[src/rtl/hcvt_deint.sv]
module hcvt_deint #(
  parameter int VL = 128
) (
  input  logic          clk,
  input  logic          rst_n,
  input  logic          feat_en,
  input  logic          in_valid,
  output logic          in_ready,
  input  logic [31:0]   in_insn,
  input  logic [VL-1:0] in_src,
  output logic          out_valid,
  input  logic          out_ready,
  output logic [VL-1:0] out_even,
  output logic [VL-1:0] out_odd,
  output logic [4:0]    out_dst0,
  output logic [4:0]    out_dst1,
  output logic [4:0]    out_srcreg,
  output logic          out_invalid,
  output logic          out_undef
);
  localparam int PAIRS = VL / 32;
  localparam logic [21:0] OPC = 22'b1100000110100000111000;

  function automatic logic [31:0] widen(input logic [15:0] h);
    logic [4:0]  e;
    logic [9:0]  m;
    logic [3:0]  k;
    logic [22:0] f;
    e = h[14:10];
    m = h[9:0];
    k = 4'd0;
    for (int i = 0; i < 10; i++)
      if (m[i]) k = 4'(i);
    f = {m, 13'b0} << (4'd10 - k);
    if (e == 5'd0)
      return (m == 10'd0) ? {h[15], 31'b0} : {h[15], 8'd103 + {4'b0, k}, f};
    else if (e == 5'h1f)
      return (m == 10'd0) ? {h[15], 8'hff, 23'b0} : {h[15], 8'hff, 1'b1, m[8:0], 13'b0};
    else
      return {h[15], {3'b0, e} + 8'd112, m, 13'b0};
  endfunction

  function automatic logic is_snan(input logic [15:0] h);
    return (h[14:10] == 5'h1f) && !h[9] && (h[8:0] != 9'd0);
  endfunction

  logic [VL-1:0]      even_n, odd_n;
  logic [2*PAIRS-1:0] snan_n;

  for (genvar p = 0; p < PAIRS; p++) begin : g_pair
    assign even_n[32*p +: 32] = widen(in_src[32*p +: 16]);
    assign odd_n[32*p +: 32]  = widen(in_src[32*p+16 +: 16]);
    assign snan_n[2*p]        = is_snan(in_src[32*p +: 16]);
    assign snan_n[2*p+1]      = is_snan(in_src[32*p+16 +: 16]);
  end

  wire take = in_valid && in_ready;
  wire recog = (in_insn[31:10] == OPC) && in_insn[0];
  wire good = recog && feat_en;

  assign in_ready = !out_valid || out_ready;

  always_ff @(posedge clk) begin
    if (!rst_n) begin
      out_valid <= 1'b0;
      out_undef <= 1'b0;
    end else begin
      out_undef <= take && !good;
      if (take && good)
        out_valid <= 1'b1;
      else if (out_ready)
        out_valid <= 1'b0;
    end
  end

  always_ff @(posedge clk) begin
    if (take && good) begin
      out_even    <= even_n;
      out_odd     <= odd_n;
      out_dst0    <= {in_insn[4:1], 1'b0};
      out_dst1    <= {in_insn[4:1], 1'b1};
      out_srcreg  <= in_insn[9:5];
      out_invalid <= |snan_n;
    end
  end

  assert_hold_R11: assert property (@(posedge clk) disable iff (!rst_n)
    out_valid && !out_ready |=> out_valid && $stable(out_even) && $stable(out_odd) && $stable(out_dst0));
  assert_accept_R11: assert property (@(posedge clk) disable iff (!rst_n)
    take && good |=> out_valid);
  assert_stall_R11: assert property (@(posedge clk) disable iff (!rst_n)
    out_valid && !out_ready |-> !in_ready);
  assert_pair_R3: assert property (@(posedge clk) disable iff (!rst_n)
    out_valid |-> (out_dst1 == out_dst0 + 5'd1) && !out_dst0[0]);
  assert_undef_R6: assert property (@(posedge clk) disable iff (!rst_n)
    out_undef |-> !out_valid);
  assert_undef_R5: assert property (@(posedge clk) disable iff (!rst_n)
    take && !recog |=> out_undef);
endmodule

[config.mk]
export PLATFORM = sky130hd
export DESIGN_NAME = hcvt_deint
export DESIGN_NICKNAME = d
export VERILOG_FILES = /design/src/rtl/hcvt_deint.sv
export SDC_FILE = /design/constraint.sdc
export NUM_CORES = 1
export LEC_CHECK = 0
export CAP_MARGIN = 20
export CORE_AREA = 8 8 172 174
export CTS_CLUSTER_DIAMETER = 40
export CTS_CLUSTER_SIZE = 14
export DETAILED_ROUTE_END_ITERATION = 6
export DIE_AREA = 0 0 180 182
export PLACE_DENSITY = 0.81
export SLEW_MARGIN = 20
export SYNTH_ARGS = -nofsm -noshare
export SYNTH_HDL_FRONTEND = slang
export SYNTH_SLANG_ARGS = --single-unit
[constraint.sdc]
create_clock -name clk -period 7.8 [get_ports clk]
set_clock_uncertainty 0.05 [all_clocks]
set_input_delay 1.56 -clock clk [delete_from_list [all_inputs] [get_ports clk]]
set_output_delay 1.56 -clock clk [all_outputs]
set_load 0.01 [all_outputs]
==> flow_metrics.env <==
export IMPL_cts_root_buf="clkbuf_16"
export IMPL_die_w_um=180
export IMPL_slew_headroom_pct=34.76
export IMPL_syn_area_per_cell_um2=8.860
export IMPL_power_switching_mw=0.6954
export IMPL_insertion_delay_ns=0.42
export IMPL_required_ns=8.03
export IMPL_ys_seq_elements=156
export IMPL_netlist_cell_type_count=94
export IMPL_hp_class="reg2reg"
export IMPL_viasPerCell=5.949
export IMPL_drive_above_1_share_pct=5.331
export IMPL_critPathCaptureType="register"
export IMPL_core_area_mm2=0.02665
export IMPL_cp_num_buf_inv=3
export IMPL_synth_top_area_share_pct=38.13
export IMPL_power_leakage_nw=5.607
export IMPL_min_from="out_valid"
export IMPL_tightest_slew_ns=0.9697
export IMPL_dr_pass1_iters=6
export IMPL_crit_start="in_src[50]"
export IMPL_gp_congestion=0.9431
export IMPL_wl_per_cell_um=20.91
export IMPL_tns_ns=0
export IMPL_area_growth_pct=29.00
export IMPL_synth_area_mm2=0.01213
export IMPL_cts_resized=0
export IMPL_grt_total_usage_pct=23.94
export IMPL_synth_top_area_cell="edfxtp_1"
export IMPL_start_util_pct=45.51
export IMPL_clockPowerShare_pct=38.2
export IMPL_antenna_found_initial=4
export IMPL_fin_nets=1792
export IMPL_cp_common_cell="inv_1"
export IMPL_whs_ns=0.5470
export IMPL_p_int_mw=1.579
export IMPL_crit_family="compound AO/OA/AOI/OAI gates"
export IMPL_crit_type="in2reg"
export IMPL_grt_max_degree=67
export IMPL_final_hold_viol_count=0
export IMPL_die_h_um=182
export IMPL_ys_seq_area_share_pct=38.46
export IMPL_rows=60
export IMPL_grt_pass1_vias=11310
export IMPL_synthCells=1369
export IMPL_cap_violations=0
export IMPL_post_cts_setup_buffers=0
export IMPL_rsz0062_at_grt="false"
export IMPL_switching_share_pct=30.57
export IMPL_port_buffer_count=333
export IMPL_finalMaxSlewViolations=0
export IMPL_grt_overflow=0
export IMPL_max_vdd_ir_drop_mv=0.1025
export IMPL_fmax_mhz=203.5
export IMPL_dr_total_vias=11760
export IMPL_cts_tree="built"
export IMPL_yosys_top_cells_area="edfxtp_1 38%, buf_4 7.4%, o21ai_0 3.6%, nor2_1 3.5%, nand2_1 3.5%"
export IMPL_pwr_share_comb_pct=21.2
export IMPL_hpwl_um=32000
export IMPL_slowest_stage="xnor2_1"
export IMPL_report_power_total_mw=2.275
export IMPL_path_cells="clkdlybuf4s50_1, nand2b_1, a211o_2, a21oi_4, nor2_4, inv_1, ha_1, inv_1, xnor2_1, nor3b_4, a31oi_1, o22ai_1"
export IMPL_finalCritPeriodShare_pct=62.99
export IMPL_status="finished clean"
export IMPL_report_final_setup_viol=0
export IMPL_async_reset_ff_share_pct=0
export IMPL_synth_ff_type="edfxtp_1"
export IMPL_io_pins=440
export IMPL_fill_cells=2317
export IMPL_cp_arrival_ns=5.14
export IMPL_dp_cells=1941
export IMPL_pwr_density_cell_mw_per_mm2=145.4
export IMPL_ctsHoldBuffers=0
export IMPL_slowest_delay_ns=0.61
export IMPL_r2r_start="out_valid"
export IMPL_worstSetupStartpointType="primary input"
export IMPL_drt_iter0_drc=1103
export IMPL_numCtsBuffers=17
export IMPL_finalWorstPathRequiredPeriod_ns=4.913
export IMPL_grt_pass1_wl_um=63780
export IMPL_cts_sinks=156
export IMPL_clk_pin_slew_worst_paths_ns=0.08
export IMPL_place_area_mm2=0.01504
export IMPL_final_util_pct=58.71
export IMPL_ant_nets=0
export IMPL_ys_warn_count=0
export IMPL_wl_um=41330
export IMPL_stdcell_count=1977
export IMPL_seqPwrFrac_pct=40.5
export IMPL_place_ws_ns=2.527
export IMPL_drc=0
export IMPL_critical_path_max_fanout=10
export IMPL_finish_instance_area_mm2=0.01565
export IMPL_dieArea_mm2=0.03276
export IMPL_htree_levels=4
export IMPL_fin_ws_ns=2.887
export IMPL_max_clock_path_buffers=2
export IMPL_synth_edf_count=154
-- sequential cells by signal, summed over array words and instances (netlist names) --
signal / count
out_dst0: 4
out_odd: 72
out_srcreg: 5
out_valid: 1
out_undef: 1
out_invalid: 1
out_even: 72
-- routing by layer --
| layer | vias up | share of wire [%] | global-route usage, % | wire, um |
|---|---|---|---|---|
| met3 | 84 | 7.5 | 4.950 | 3099 |
| met5 | - | 0 | 0 | 0 |
| met4 | 0 | 2.8 | 8.503 | 1165 |
| met1 | 5553 | 40 | 29.14 | 16550 |
| met2 | 691 | 50 | 41.47 | 20520 |
| li1 | 5434 | - | - | - |
-- cells in the mapped netlist (all sizes together) (10+ instances only) --
cell type / number
nand2b: 27
a2111oi: 10
a21o: 13
nor2: 115
nor4: 18
nand3: 32
inv: 55
nor3: 50
o21a: 13
o211ai: 11
a31oi: 16
nand4: 11
buf: 141
and2: 11
nand2: 115
clkbuf: 68
o221ai: 13
or3: 22
a21oi: 65
a211oi: 19
edfxtp: 154
a22o: 11
o22ai: 14
mux2i: 15
or2: 14
o21bai: 23
o31ai: 23
o21ai: 95
nor2b: 22
-- area by class of cell --
type	count	area, um^2	share of cell area (%)
repair buffers	336	3356	21.45
clock inverters	15	171.4	1.096
clock buffers	17	425.4	2.719
multi-input cells	1051	6379	40.77
well taps	341	426.7	2.727
diodes	4	10.01	0.06397
flip-flops and latches	156	4664	29.81
inverters	57	214.0	1.367
-- placed cells by master (no fill, tap or decap), types with 8 or more instances in the layout --
master and instances:
o221ai_1 13, nand2b_1 27, mux2i_1 15, and2_1 11, o21ai_1 8, o21bai_1 23
a211oi_1 16, a21o_1 13, clkdlybuf4s50_1 333, nor4_1 16, edfxtp_1 154, o21a_1 13
xnor2_1 8, or2_2 10, o21ai_0 87, inv_1 55, a22o_1 11, a21oi_1 61
nand3_1 32, ha_1 8, o22ai_1 14, nand4_1 11, nor2b_1 22, a221oi_1 8
or4_1 8, clkbuf_16 17, or3_1 21, nand2_1 113, o211ai_1 11, a2111oi_0 9
a31oi_1 16, conb_1 106, o31ai_1 21, a221o_1 8, nor3_1 48, nor2_1 114
mux2_2 8
-- worst register-to-register path: cells and delay by family (launching register included) --
family,cells,cell delay (ns)
buf+inv,1,0.73
simple gates,2,0.66
flops,1,0.31
-- cell families (layout without fill, tap and decap cells) --
logic type | count (synthesis) | count (layout) | share of synthesized area, %
other cells | 2 | 110 | 0.06192
compound gates | 420 | 420 | 24.50
mux | 29 | 29 | 3.095
fa+ha+maj | 8 | 8 | 0.8253
simple gates | 474 | 474 | 19.78
buf+inv | 266 | 425 | 12.21
flops | 156 | 156 | 38.46
xor+xnor | 14 | 14 | 1.073
-- final timing paths --
| path | end | slack, ns | cells after the start |
|---|---|---|---|
| worst max-delay path | out_odd[46] | 2.89 | 12 |
| worst min-delay path | out_valid | 0.55 | 2 |
| worst max register to register | out_even[30] | 5.62 | 3 |
| worst min register to register | out_valid | 0.55 | 2 |
-- power groups by stage --
stage          clock network [mW]  registers, mW  logic (mW)
4_1_cts                     0.886          0.922       0.469
5_1_grt                     0.919          0.922       0.523
3_5_place_dp                    0          0.941       0.466
2_1_floorplan                   0          0.941       0.340
3_3_place_gp                    0          0.941       0.464
6_report                    0.870          0.922       0.483
Note: power is estimated with default switching activity, not from simulation.
